===== src/rtl/hbft_pkg.sv =====
package hbft_pkg;

    // Classified outcome of one received burst
    typedef struct packed {
        logic hb;
        logic ft;
    } burst_evt_t;

    // Counter width able to hold the value v
    function automatic int unsigned cw(input int unsigned v);
        return (v < 2) ? 1 : $clog2(v + 1);
    endfunction

endpackage


===== src/rtl/hbft_tx.sv =====
module hbft_tx
    import hbft_pkg::*;
#(
    parameter int unsigned PULSE_HIGH    = 1,
    parameter int unsigned PULSE_SPACING = 3,
    parameter int unsigned HB_PULSES     = 30,
    parameter int unsigned FT_PULSES     = 90,
    parameter int unsigned HB_PERIOD     = 104800,
    parameter int unsigned FT_PERIOD     = 13100
) (
    input  logic clk,
    input  logic rst_n,
    input  logic tick,
    input  logic fault_pending,
    output logic tx_line
);

    localparam int unsigned PER_MAX = (HB_PERIOD > FT_PERIOD) ? HB_PERIOD : FT_PERIOD;
    localparam int unsigned NP_MAX  = (HB_PULSES > FT_PULSES) ? HB_PULSES : FT_PULSES;
    localparam int unsigned PER_W   = cw(PER_MAX);
    localparam int unsigned SLOT_W  = cw(PULSE_SPACING);
    localparam int unsigned IDX_W   = cw(NP_MAX);

    localparam logic [PER_W-1:0]  HB_LIM    = PER_W'(HB_PERIOD - 1);
    localparam logic [PER_W-1:0]  FT_LIM    = PER_W'(FT_PERIOD - 1);
    localparam logic [PER_W-1:0]  PER_SAT   = PER_W'(PER_MAX);
    localparam logic [SLOT_W-1:0] SLOT_LAST = SLOT_W'(PULSE_SPACING - 1);
    localparam logic [SLOT_W-1:0] HIGH_L    = SLOT_W'(PULSE_HIGH);
    localparam logic [IDX_W-1:0]  HB_LAST   = IDX_W'(HB_PULSES - 1);
    localparam logic [IDX_W-1:0]  FT_LAST   = IDX_W'(FT_PULSES - 1);

    typedef struct packed {
        logic              first;
        logic              active;
        logic              is_ft;
        logic [SLOT_W-1:0] slot;
        logic [IDX_W-1:0]  idx;
        logic [PER_W-1:0]  per;
        logic              line;
    } tx_state_t;

    tx_state_t st_d, st_q;
    logic [PER_W-1:0] lim_d;
    logic [IDX_W-1:0] last_d;

    always_comb begin
        st_d   = st_q;
        lim_d  = fault_pending ? FT_LIM : HB_LIM;
        last_d = st_q.is_ft ? FT_LAST : HB_LAST;
        if (tick) begin
            if (!st_q.active && (st_q.first || st_q.per >= lim_d)) begin
                st_d.first  = 1'b0;
                st_d.active = 1'b1;
                st_d.is_ft  = fault_pending;
                st_d.slot   = '0;
                st_d.idx    = '0;
                st_d.per    = '0;
            end else begin
                if (st_q.per != PER_SAT) begin
                    st_d.per = st_q.per + 1'b1;
                end
                if (st_q.active) begin
                    if (st_q.slot == SLOT_LAST) begin
                        st_d.slot = '0;
                        if (st_q.idx == last_d) begin
                            st_d.active = 1'b0;
                        end else begin
                            st_d.idx = st_q.idx + 1'b1;
                        end
                    end else begin
                        st_d.slot = st_q.slot + 1'b1;
                    end
                end
            end
            st_d.line = st_d.active && (st_d.slot < HIGH_L);
        end
    end

    always_ff @(posedge clk) begin
        if (!rst_n) begin
            st_q       <= '0;
            st_q.first <= 1'b1;
        end else begin
            st_q <= st_d;
        end
    end

    assign tx_line = st_q.line;

    // a pulse begins only at the first slot of a pulse position
    assert_pulse_start_R2: assert property (@(posedge clk) disable iff (!rst_n)
        $rose(st_q.line) |-> (st_q.slot == '0));

    // the pulse index never passes the length of the current burst kind
    assert_pulse_bound_R3: assert property (@(posedge clk) disable iff (!rst_n)
        st_q.active |-> (st_q.idx <= (st_q.is_ft ? FT_LAST : HB_LAST)));

    // the kind of a burst stays fixed while it is being sent
    assert_kind_held_R4: assert property (@(posedge clk) disable iff (!rst_n)
        (st_q.active && $past(st_q.active)) |-> $stable(st_q.is_ft));

endmodule


===== src/rtl/hbft_rx_burst.sv =====
module hbft_rx_burst
    import hbft_pkg::*;
#(
    parameter int unsigned GAP_TICKS = 8,
    parameter int unsigned HB_DET    = 20,
    parameter int unsigned FT_DET    = 60
) (
    input  logic       clk,
    input  logic       rst_n,
    input  logic       tick,
    input  logic       rx_line,
    output burst_evt_t evt
);

    localparam int unsigned GAP_W = cw(GAP_TICKS);
    localparam int unsigned CNT_W = cw(FT_DET);

    localparam logic [GAP_W-1:0] GAP_LAST = GAP_W'(GAP_TICKS - 1);
    localparam logic [CNT_W-1:0] HB_L     = CNT_W'(HB_DET);
    localparam logic [CNT_W-1:0] FT_L     = CNT_W'(FT_DET);
    localparam logic [CNT_W-1:0] FT_PRE   = CNT_W'(FT_DET - 1);

    typedef struct packed {
        logic [2:0]       sync;
        logic             open;
        logic [GAP_W-1:0] gap;
        logic [CNT_W-1:0] cnt;
        burst_evt_t       evt;
    } rx_state_t;

    rx_state_t st_d, st_q;
    logic      rise;

    assign rise = st_q.sync[1] & ~st_q.sync[2];

    always_comb begin
        st_d        = st_q;
        st_d.evt    = '0;
        st_d.sync   = {st_q.sync[1:0], rx_line};
        if (rise) begin
            st_d.open = 1'b1;
            st_d.gap  = '0;
            if (st_q.cnt != FT_L) begin
                st_d.cnt = st_q.cnt + 1'b1;
            end
            if (st_q.cnt == FT_PRE) begin
                st_d.evt.ft = 1'b1;
            end
        end else if (tick && st_q.open) begin
            if (st_q.gap == GAP_LAST) begin
                st_d.open = 1'b0;
                st_d.gap  = '0;
                st_d.cnt  = '0;
                st_d.evt.hb = (st_q.cnt >= HB_L) && (st_q.cnt < FT_L);
            end else begin
                st_d.gap = st_q.gap + 1'b1;
            end
        end
    end

    always_ff @(posedge clk) begin
        if (!rst_n) begin
            st_q <= '0;
        end else begin
            st_q <= st_d;
        end
    end

    assign evt = st_q.evt;

    // a fault tone is reported at most once per burst
    assert_ft_single_R6: assert property (@(posedge clk) disable iff (!rst_n)
        st_q.evt.ft |=> !st_q.evt.ft);

    // a heartbeat is reported only as its burst closes
    assert_hb_on_close_R5: assert property (@(posedge clk) disable iff (!rst_n)
        st_q.evt.hb |-> (!st_q.open && st_q.cnt == '0));

    // a closed burst leaves no edges counted
    assert_gap_clears_R9: assert property (@(posedge clk) disable iff (!rst_n)
        $fell(st_q.open) |-> (st_q.cnt == '0));

endmodule


===== src/rtl/hbft_rx_watch.sv =====
module hbft_rx_watch
    import hbft_pkg::*;
#(
    parameter int unsigned HB_FAST    = 52400,
    parameter int unsigned HB_TIMEOUT = 262000
) (
    input  logic       clk,
    input  logic       rst_n,
    input  logic       tick,
    input  burst_evt_t evt,
    output logic       hb_received,
    output logic       hb_too_fast,
    output logic       hb_lost
);

    localparam int unsigned EL_W = cw(HB_TIMEOUT);

    localparam logic [EL_W-1:0] FAST_L = EL_W'(HB_FAST);
    localparam logic [EL_W-1:0] TO_L   = EL_W'(HB_TIMEOUT);
    localparam logic [EL_W-1:0] TO_PRE = EL_W'(HB_TIMEOUT - 1);

    typedef struct packed {
        logic [EL_W-1:0] elapsed;
        logic            prev_hb;
        logic            rcv;
        logic            fast;
        logic            lost;
    } watch_state_t;

    watch_state_t st_d, st_q;

    always_comb begin
        st_d      = st_q;
        st_d.rcv  = 1'b0;
        st_d.fast = 1'b0;
        if (evt.hb) begin
            st_d.rcv     = 1'b1;
            st_d.fast    = st_q.prev_hb && (st_q.elapsed < FAST_L);
            st_d.elapsed = '0;
            st_d.prev_hb = 1'b1;
            st_d.lost    = 1'b0;
        end else if (evt.ft) begin
            st_d.elapsed = '0;
            st_d.prev_hb = 1'b0;
            st_d.lost    = 1'b0;
        end else if (tick && st_q.elapsed != TO_L) begin
            st_d.elapsed = st_q.elapsed + 1'b1;
            if (st_q.elapsed == TO_PRE) begin
                st_d.lost = 1'b1;
            end
        end
    end

    always_ff @(posedge clk) begin
        if (!rst_n) begin
            st_q <= '0;
        end else begin
            st_q <= st_d;
        end
    end

    assign hb_received = st_q.rcv;
    assign hb_too_fast = st_q.fast;
    assign hb_lost     = st_q.lost;

    // the too-fast flag only accompanies a received heartbeat
    assert_fast_with_hb_R7: assert property (@(posedge clk) disable iff (!rst_n)
        st_q.fast |-> st_q.rcv);

    // any valid event clears the lost level on the next clock
    assert_lost_cleared_R8: assert property (@(posedge clk) disable iff (!rst_n)
        (evt.hb || evt.ft) |=> !st_q.lost);

    // the lost level can only rise on a tick
    assert_lost_on_tick_R8: assert property (@(posedge clk) disable iff (!rst_n)
        $rose(st_q.lost) |-> $past(tick));

endmodule


===== src/rtl/hbft_supervisor.sv =====
module hbft_supervisor
    import hbft_pkg::*;
#(
    parameter int unsigned PULSE_HIGH    = 1,
    parameter int unsigned PULSE_SPACING = 3,
    parameter int unsigned HB_PULSES     = 30,
    parameter int unsigned FT_PULSES     = 90,
    parameter int unsigned HB_PERIOD     = 104800,
    parameter int unsigned FT_PERIOD     = 13100,
    parameter int unsigned GAP_TICKS     = 8,
    parameter int unsigned HB_DET        = 20,
    parameter int unsigned FT_DET        = 60,
    parameter int unsigned HB_FAST       = 52400,
    parameter int unsigned HB_TIMEOUT    = 262000
) (
    input  logic clk,
    input  logic rst_n,
    input  logic tick,
    input  logic fault_pending,
    input  logic rx_line,
    output logic tx_line,
    output logic hb_received,
    output logic hb_too_fast,
    output logic hb_lost,
    output logic ft_detected
);

    burst_evt_t rx_evt;

    hbft_tx #(
        .PULSE_HIGH    (PULSE_HIGH),
        .PULSE_SPACING (PULSE_SPACING),
        .HB_PULSES     (HB_PULSES),
        .FT_PULSES     (FT_PULSES),
        .HB_PERIOD     (HB_PERIOD),
        .FT_PERIOD     (FT_PERIOD)
    ) tx_i (
        .clk           (clk),
        .rst_n         (rst_n),
        .tick          (tick),
        .fault_pending (fault_pending),
        .tx_line       (tx_line)
    );

    hbft_rx_burst #(
        .GAP_TICKS (GAP_TICKS),
        .HB_DET    (HB_DET),
        .FT_DET    (FT_DET)
    ) rx_i (
        .clk     (clk),
        .rst_n   (rst_n),
        .tick    (tick),
        .rx_line (rx_line),
        .evt     (rx_evt)
    );

    hbft_rx_watch #(
        .HB_FAST    (HB_FAST),
        .HB_TIMEOUT (HB_TIMEOUT)
    ) watch_i (
        .clk         (clk),
        .rst_n       (rst_n),
        .tick        (tick),
        .evt         (rx_evt),
        .hb_received (hb_received),
        .hb_too_fast (hb_too_fast),
        .hb_lost     (hb_lost)
    );

    assign ft_detected = rx_evt.ft;

endmodule


===== config.mk =====
export PLATFORM = sky130hd
export DESIGN_NAME = hbft_supervisor
export DESIGN_NICKNAME = d
export VERILOG_FILES = /design/src/rtl/hbft_pkg.sv /design/src/rtl/hbft_tx.sv /design/src/rtl/hbft_rx_burst.sv /design/src/rtl/hbft_rx_watch.sv /design/src/rtl/hbft_supervisor.sv
export SDC_FILE = /design/constraint.sdc
export NUM_CORES = 1
export LEC_CHECK = 0
export CAP_MARGIN = 10
export CORE_MARGIN = 2
export CORE_UTILIZATION = 40
export CTS_BUF_LIST = sky130_fd_sc_hd__clkbuf_8
export DETAILED_ROUTE_END_ITERATION = 7
export REMOVE_ABC_BUFFERS = 1
export SLEW_MARGIN = 20
export SYNTH_ARGS = -nofsm -noshare
export SYNTH_HDL_FRONTEND = slang
export SYNTH_HIERARCHICAL = 1
export SYNTH_SLANG_ARGS = --single-unit

===== constraint.sdc =====
create_clock -name clk -period 2.68 [get_ports clk]
set_input_delay 0.536 -clock clk [delete_from_list [all_inputs] [get_ports clk]]
set_output_delay 0.536 -clock clk [all_outputs]
set_load 0.02 [all_outputs]

## Word-level counts from Yosys, hierarchy flattened

Index checks and enable logic that the tools add are counted.

- Add/subtract/negate cells: 6
- $lt $le $gt $ge: 5
- Eq/ne operators: 13
- Muxes and demuxes: 24
- Bitwise gates (word level): 5
- Reductions and logical operators: 22

Operator list:

| kind | number |
|---|---|
| 26-bit 2-to-1 mux | 2 |
| 17-bit 2-to-1 mux | 2 |
| 7-bit 2-to-1 mux | 4 |
| 18-bit by 1-bit adder with 18-bit output (second input constant) | 1 |
| 18-bit == test (second input constant) | 1 |
| 18-bit by 16-bit less-than comparator with 1-bit output (second input constant) | 1 |
| 18-bit inequality test (second input constant) | 1 |
| 17-bit by 1-bit adder with 17-bit output (second input constant) | 1 |
| 17-bit >= comparator | 1 |
| 17-bit inequality test (second input constant) | 1 |
| 12-bit 2-to-1 mux | 1 |
| 2-bit AND reduction | 6 |
| 11-bit 2-to-1 mux | 1 |
| 1-bit 2-to-1 mux | 9 |
| 9-bit 2-to-1 mux | 1 |
| 3-bit by 1-bit inequality test with 1-bit output (second input constant) | 3 |
| 7-bit by 1-bit adder with 7-bit output (second input constant) | 1 |
| 7-bit == test | 1 |
| 6-bit by 1-bit adder with 6-bit output (second input constant) | 1 |
| 6-bit == test (second input constant) | 1 |
| 6-bit by 5-bit >= comparator with 1-bit output (second input constant) | 1 |
| 1-bit logical AND | 6 |
| 6-bit less-than comparator (second input constant) | 1 |
| 6-bit 2-to-1 mux | 1 |
| other kinds (20) | 26 |

- Bits in registers: 68
- Bits of input ports: 5
- Output and inout port bits: 5
- Word-level logic and storage cells: 93

## Logic depth before layout (Yosys ltp)

Gate-level depths: netlist (run 1).

- Depth after elaboration: 9
- Gate-level depth with buffers: 9
- Mapped depth without buffers: 8

## By module

Netlist (run 1), hierarchy kept.

Modules (own cells, without submodules):

| module | times used | cells an instance | area an instance (um2) | seq. area each (um2) |
|---|---|---|---|---|
| hbft_tx | 1 | 227 | 1860.5 | 600.6 |
| hbft_rx_watch | 1 | 126 | 1081.0 | 440.4 |
| hbft_rx_burst | 1 | 85 | 784.5 | 320.3 |

## Worst setup path after synthesis (run 1)

Ideal clock, no wire load.

- Kind: input -> register
- Start: in fault_pending
- End: reg tx_i/st_q[3] in the netlist's numbering
- Setup time: 63 ps
- Arrival time: 2312 ps
- Data required time: 2617 ps
- Slack: 304 ps
- Stages: 8
- Buffers on the path: 1
- Cells stage by stage: ha_1 -> a211oi_2 -> o211ai_2 -> o2bb2ai_2 -> or4_4 -> buf_6 -> or3_1 -> nand3_1

- Cells in the longest elaborated chain, start to end: 6
- Elaborated cells on any way between the ends: 8
- Classes of those cells: 1 x order compare; 1 x eq/ne; 3 x mux; 3 x reduce/logical

RTL lines:

| element | RTL line | text |
|---|---|---|
| start, declared | hbft_supervisor.sv:19 | `input logic fault_pending,` |
| 17-bit 2-to-1 mux (*) | hbft_tx.sv:48 | `lim_d = fault_pending ? FT_LIM : HB_LIM;` |
| 17-bit >= comparator (*) | hbft_tx.sv:51 | `if (!st_q.active && (st_q.first \|\| st_q.per >= lim_d)) begin` |
| 1-bit logical OR (*) | hbft_tx.sv:51 |  |
| 1-bit logical AND (*) | hbft_tx.sv:51 |  |
| 3-bit by 1-bit inequality test with 1-bit output (no line) or 26-bit 2-to-1 mux (tied branches) | n/a |  |
| 2-bit AND reduction (no line) or 26-bit 2-to-1 mux (tied branches) | n/a |  |
| end signal, assigned | hbft_tx.sv:84 | `st_q <= st_d;` |
| end, declared | hbft_tx.sv:42 | `tx_state_t st_d, st_q;` |

Every way passes the cells marked *; elsewhere a longest branch is shown, timed or not. The select of a mux whose other input is x is not followed.
A chain may end at the register's enable or synchronous reset.

## Worst setup path after layout (run 1)

Ends and elaborated chain as after synthesis.

==> impl_metrics.py, run 1 <==
metrics = {
    "timing": {
        "post-route-period-util": 0.907,
        "hold_violations": 0,
        "worst_slack_ns": 0.250,
        "final.min_clock_period_ns": 2.43,
        "fmax_ghz": 0.412,
        "grt_setup_unrepaired": "false",
        "slew_violations": 0,
        "setup_violations": 0,
        "tightest_slew_ns": 0.663,
        "relSlewSlack": 0.555,
        "setup_tns_ns": 0,
        "finalClockSkew_ns": 0.00579,
    },
    "setup_path": {
        "r2r_cells": 7,
        "reg2reg_from": "tx_i/st_q[10]$_SDFFE_PN0P_",
        "worst-setup-path-type": "input pin to flip-flop",
        "critPathBufInv": 2,
        "worst_r2r_endpoint": "tx_i/st_q[3]$_SDFFE_PN0P_",
        "crit_chain": "dlygate4sd2_1 > buf_4 > ha_1 > nor3_1 > a21o_1 > o2bb2ai_2 > or4_4 > or3_1 > nand3_1",
        "crit_fanout": 5,
        "critPathTopFamily": "simple AND/OR/NAND/NOR gates",
        "end_kind": "flip-flop",
        "startpoint_type": "input pin",
        "crit_slowest_cell": "or4_4",
        "cpPeakStageDelay_ns": 0.53,
        "r2r_slack_ns": 0.37,
        "arrival_ns": 2.71,
        "cp.required_ns": 2.96,
    },
    "global_routing": {
        "grt_start_max_net_pins": 27,
        "antenna_found_initial": 0,
        "grt_pass1_vias": 2946,
        "grt_overflow": 0,
        "grt_usage": 0.173,
        "grt_first_pass_wirelength_um": 14100,
    },
    "yosys": {
        "yosysWarnings": 6,
        "ys_seq_area_frac": 0.365,
        "yosysTopAreaCellShare": 0.365,
        "synth.distinct_cells": 65,
        "synth_area_leaders": "dfxtp_1 (37%), ha_1 (6.0%), nand3_1 (5.0%)",
        "avgSynthCellArea_um2": 8.51,
        "yosys-top-cells-count": "dfxtp_1 (68), nand2_1 (41), nand3_1 (37)",
        "ys_ff_latch": 68,
        "yosysTopAreaCell": "dfxtp_1",
        "synthFlopType": "dfxtp_1",
        "syn_area_um2": 3730,
        "syn_inst": 438,
        "synth_edf_count": 0,
        "async_flop_share": 0,
        "synth_most_common_cell": "dfxtp_1",
    },
    "floorplanning": {
        "rows": 35,
        "fp.dieH_um": 101,
        "die_w_um": 101,
        "start_util": 0.407,
        "die-area_um2": 10100,
        "coreArea_um2": 9150,
        "io_pins": 10,
    },
    "routing": {
        "viasPerCell": 5.61,
        "wirelength_um": 8050,
        "dr.pass1.iters": 4,
        "vias": 3206,
        "drc": 0,
        "routedWlPerCell_um": 14.1,
        "antenna_left": 0,
        "drt_iter0_drc": 102,
    },
    "cells_and_area": {
        "antenna_cells": 0,
        "fin_area_um2": 4220,
        "areaGrowthSynthToFinish_pct": 13.2,
        "final_cells": 571,
        "fin_nets": 479,
        "drive_above_1_share": 0.120,
    },
    "power": {
        "powerDensity_nw_per_um2": 519,
        "p_total_mw": 2.19,
        "power_leakage_nw": 1.53,
        "vdd_drop_max_mv": 0.317,
    },
    "placement": {
        "place_ws_ns": -0.621,
        "dp.cells": 555,
        "portBuffers": 9,
        "placed_area_um2": 3960,
        "place.gp.congestion": 0.842,
        "dp_hpwl_um": 5590,
    },
    "clock_tree": {
        "cts_tree": "done",
        "post-cts-setup-buffer-count": 0,
        "clk_latency_ns": 0.34,
        "cts-root-buf": "clkbuf_8",
        "cts-htree-levels": 3,
        "numCtsBuffers": 9,
        "clockBufferDepth": 2,
        "clk_transition_reported_paths_ns": 0.07,
        "hold_buffers": 0,
        "cts.sinks": 68,
    },
    "min_path": {
        "hold-path-endpoint": "rx_i/st_d[15]$_SDFF_PN0_",
        "worstHoldStart": "rx_i/st_d[14]$_SDFF_PN0_",
        "hold_depth": 1,
        "hold_path_class": "flip-flop to flip-flop",
    },
    "outcome": {
        "status": "finished clean",
    },
    "flow_run": {
        "cap_viol_max_count": 0,
    },
}
-- state kept, by name, summed over array words and instances (netlist names) --
register	cells
rx_i/evt	2
tx_i/tx_line	1
rx_i/st_d	2
watch_i/hb_received	1
watch_i/hb_lost	1
watch_i/hb_too_fast	1
tx_i/st_q	29
rx_i/st_q	12
watch_i/st_q	19
-- layout by cell type (no fill, tap or decap), types with 4 or more instances in the layout --
cell type,instances
a211oi_1,5
a21oi_1,16
a31oi_1,8
and2_1,9
and3_1,10
buf_4,14
clkbuf_8,12
clkdlybuf4s50_1,8
dfxtp_1,68
ha_1,18
inv_1,20
nand2_1,41
nand3_1,37
nand4_1,17
nor2_1,35
nor3_1,10
nor3b_1,4
nor4_1,5
o21ai_0,11
o311ai_0,5
o31ai_1,5
or3_1,5
xnor2_1,4
xor2_1,14
-- how the worst max path moves through the flow --
| stage | cells after the start | from | end | slack [ns] |
|---|---|---|---|---|
| after global placement | 9 | fault_pending | tx_i/st_q[8]$_SDFFE_PN0P_ | -0.50 |
| after detailed placement | 9 | fault_pending | tx_i/st_q[10]$_SDFFE_PN0P_ | -0.62 |
| after CTS | 8 | fault_pending | tx_i/st_q[11]$_SDFFE_PN0P_ | 0.02 |
| after global routing | 11 | fault_pending | tx_i/st_q[19]$_SDFFE_PN0P_ | 0.06 |
| final | 9 | fault_pending | tx_i/st_q[3]$_SDFFE_PN0P_ | 0.25 |
| after floorplan | 7 | fault_pending | tx_i/st_q[3]$_SDFFE_PN0P_ | 0.36 |
-- worst reg2reg max path: stages (launching register included) --
cell,delay (ns)
dfxtp_1,0.52
ha_1,0.30
nand4b_1,0.16
o211ai_2,0.13
o2bb2ai_2,0.17
or4_4,0.53
or3_1,0.37
nand3_1,0.08
-- what timing repair did --
item	CTS	global route
gates cloned	1	0
resized for setup	2	7
pin swaps	1	2
setup endpoints to repair	9	8
-- kinds of logic (layout without fill, tap and decap cells) --
group	Yosys count	after routing	share of synthesized area
flip-flops	68	68	0.365
AND/OR/NAND/NOR	206	207	0.300
AO/OA/AOI/OAI	86	86	0.168
XOR/XNOR	18	18	0.0423
multiplexers	4	4	0.0114
adder cells (fa/ha/maj)	18	18	0.0604
buffers and inverters	38	59	0.0524
-- through the flow --
| step | hold slack, ns | utilization |
|---|---|---|
| after floorplan | 0.412 | - |
| after global placement | 0.418 | 0.433 |
| after detailed placement | 0.420 | 0.433 |
| after CTS | 0.441 | 0.460 |
| after global routing | 0.444 | 0.461 |
| final | 0.435 | 0.461 |
-- cell type report --
cell class | count | area [um^2]
clock buffer | 12 | 165
clock inverter | 3 | 68.8
fill | 898 | 4940
inverter | 20 | 75.1
multi-input combinational | 333 | 2190
sequential | 68 | 1360
tap | 111 | 139
timing repair buffer | 24 | 214
-- power breakdown --
part / internal [mW] / switching [mW] / total [mW]
Clock: 0.597 / 0.384 / 0.981
Combinational: 0.0657 / 0.0953 / 0.161
Sequential: 1.03 / 0.0184 / 1.04
-- metal layers --
metal  track usage  up-vias  wire, um
met5             0        -         0
met4        0.0569        0        76
met3        0.0520        6       266
met2         0.270       41      3730
met1         0.230     1505      3980
li1              -     1654         -
Power figures use the tool's default switching activity.
==> run 2, diff against run 1 <==
- CELL_PAD_IN_SITES_DETAIL_PLACEMENT: not set -> 1
- CELL_PAD_IN_SITES_GLOBAL_PLACEMENT: not set -> 2
- PLACE_DENSITY_LB_ADDON: not set -> 0.1
==> impl_metrics.py, run 2 (synthesis gave the netlist of run 1 again) <==
metrics = {
    "setup_path": {
        "cpPeakStageDelay_ns": 0.57,
        "critPathTopFamily": "simple AND/OR/NAND/NOR gates",
        "cp.required_ns": 2.96,
        "arrival_ns": 2.77,
        "worst-setup-path-type": "input pin to flip-flop",
        "crit_slowest_cell": "or4_4",
        "startpoint_type": "input pin",
        "crit_chain": "dlygate4sd2_1 > buf_4 > ha_1 > nor3_1 > a21o_1 > o2bb2ai_2 > or4_4 > or3_1 > nand3_1",
        "crit_fanout": 10,
        "end_kind": "flip-flop",
        "critPathBufInv": 2,
    },
    "timing": {
        "fmax_ghz": 0.401,
        "slew_violations": 0,
        "hold_slack_ns": 0.440,
        "post-route-period-util": 0.930,
        "setup_violations": 0,
        "relSlewSlack": 0.565,
        "finalClockSkew_ns": 0.0137,
        "hold_violations": 0,
        "setup_tns_ns": 0,
        "tightest_slew_ns": 0.649,
        "final.min_clock_period_ns": 2.49,
        "worst_slack_ns": 0.187,
        "grt_setup_unrepaired": "false",
    },
    "cells_and_area": {
        "areaGrowthSynthToFinish_pct": 15.0,
        "drive_above_1_share": 0.133,
        "largest_register_ffs": 29,
        "multi_input_area_um2": 2190,
        "antenna_cells": 0,
        "mostFrequentLayoutCells": "dfxtp_1 (68), nand2_1 (41), nand3_1 (37)",
        "final_cells": 578,
        "largest-register": "tx_i/st_q",
        "fin_area_um2": 4290,
        "nFillCells": 1078,
        "top_regs": "tx_i/st_q x29, watch_i/st_q x19, rx_i/st_q x12",
        "final_util": 0.468,
        "seqCellArea_um2": 1360,
        "mostFrequentLayoutCell": "dfxtp_1",
        "fin_nets": 485,
    },
    "routing": {
        "routedWlPerCell_um": 15.9,
        "viasPerCell": 5.70,
        "wirelength_um": 9210,
        "drt_iter0_drc": 57,
        "dr.pass1.iters": 4,
        "drc": 0,
        "antenna_left": 0,
        "vias": 3293,
    },
    "clock_tree": {
        "clk_latency_ns": 0.35,
        "cts-root-buf": "clkbuf_8",
        "post-cts-setup-buffer-count": 0,
        "cts-htree-levels": 3,
        "clockBufferDepth": 2,
        "cts.sinks": 68,
        "numCtsBuffers": 9,
        "cts_tree": "done",
        "hold_buffers": 0,
        "clk_transition_reported_paths_ns": 0.08,
    },
    "floorplanning": {
        "rows": 35,
        "die-area_um2": 10100,
        "die_w_um": 101,
        "fp.dieH_um": 101,
        "start_util": 0.407,
        "io_pins": 10,
        "coreArea_um2": 9150,
    },
    "global_routing": {
        "grt_start_max_net_pins": 27,
        "antenna_found_initial": 0,
        "grt_overflow": 0,
        "grt_usage": 0.200,
        "grt_pass1_vias": 3282,
        "grt_first_pass_wirelength_um": 16200,
    },
    "flow_run": {
        "cap_viol_max_count": 0,
    },
    "power": {
        "powerDensity_nw_per_um2": 537,
        "power_leakage_nw": 1.56,
        "vdd_drop_max_mv": 0.232,
        "p_total_mw": 2.30,
    },
    "outcome": {
        "status": "finished clean",
    },
    "min_path": {
        "hold_path_class": "flip-flop to flip-flop",
    },
    "placement": {
        "dp.cells": 562,
        "portBuffers": 9,
        "place_ws_ns": -0.722,
        "dp_hpwl_um": 6770,
        "place.gp.congestion": 0.816,
        "placed_area_um2": 4010,
    },
}
run 2: per-layer routing:
| layer | global-route usage | up-vias | share of wire |
|---|---|---|---|
| met5 | 0 | - | 0 |
| met4 | 0.0632 | 0 | 0.013 |
| met3 | 0.0291 | 9 | 0.018 |
| met2 | 0.330 | 26 | 0.47 |
| met1 | 0.269 | 1598 | 0.50 |
| li1 | - | 1660 | - |
run 2: path summary, 6_finish.rpt:
check | to | slack, ns | cells past startpoint | startpoint
hold reg to reg | rx_i/st_d[15]$_SDFF_PN0_ | 0.44 | 1 | rx_i/st_d[14]$_SDFF_PN0_
hold / removal | rx_i/st_d[15]$_SDFF_PN0_ | 0.44 | 1 | rx_i/st_d[14]$_SDFF_PN0_
setup reg to reg | tx_i/st_q[3]$_SDFFE_PN0P_ | 0.38 | 7 | tx_i/st_q[12]$_SDFFE_PN0P_
setup / recovery | tx_i/st_q[3]$_SDFFE_PN0P_ | 0.19 | 9 | fault_pending
run 2: area by class of cell:
type / instances / share of cell area
timing repair buffer: 31 / 0.0622
inverter: 20 / 0.0175
tap: 111 / 0.0324
sequential: 68 / 0.318
clock inverter: 5 / 0.0248
clock buffer: 11 / 0.0353
multi-input combinational: 332 / 0.510
run 2: worst register-to-register path: stages, from the launching register on:
cell and delay, ns:
dfxtp_1 0.45, ha_1 0.30, nand4b_1 0.17, o211ai_2 0.14, o2bb2ai_2 0.15, or4_4 0.57, or3_1 0.38, nand3_1 0.08
run 2: what timing repair did:
| item | in CTS | in global routing |
|---|---|---|
| gates resized for setup | 2 | 3 |
| endpoints found under the setup margin | 24 | 17 |
| pin swaps | 0 | 0 |
run 2: report_power, final:
part	switching, mW	internal [mW]	total (mW)
Combinational	0.100	0.0660	0.166
Clock	0.421	0.673	1.09
Sequential	0.0159	1.03	1.04
Total	0.537	1.76	2.30
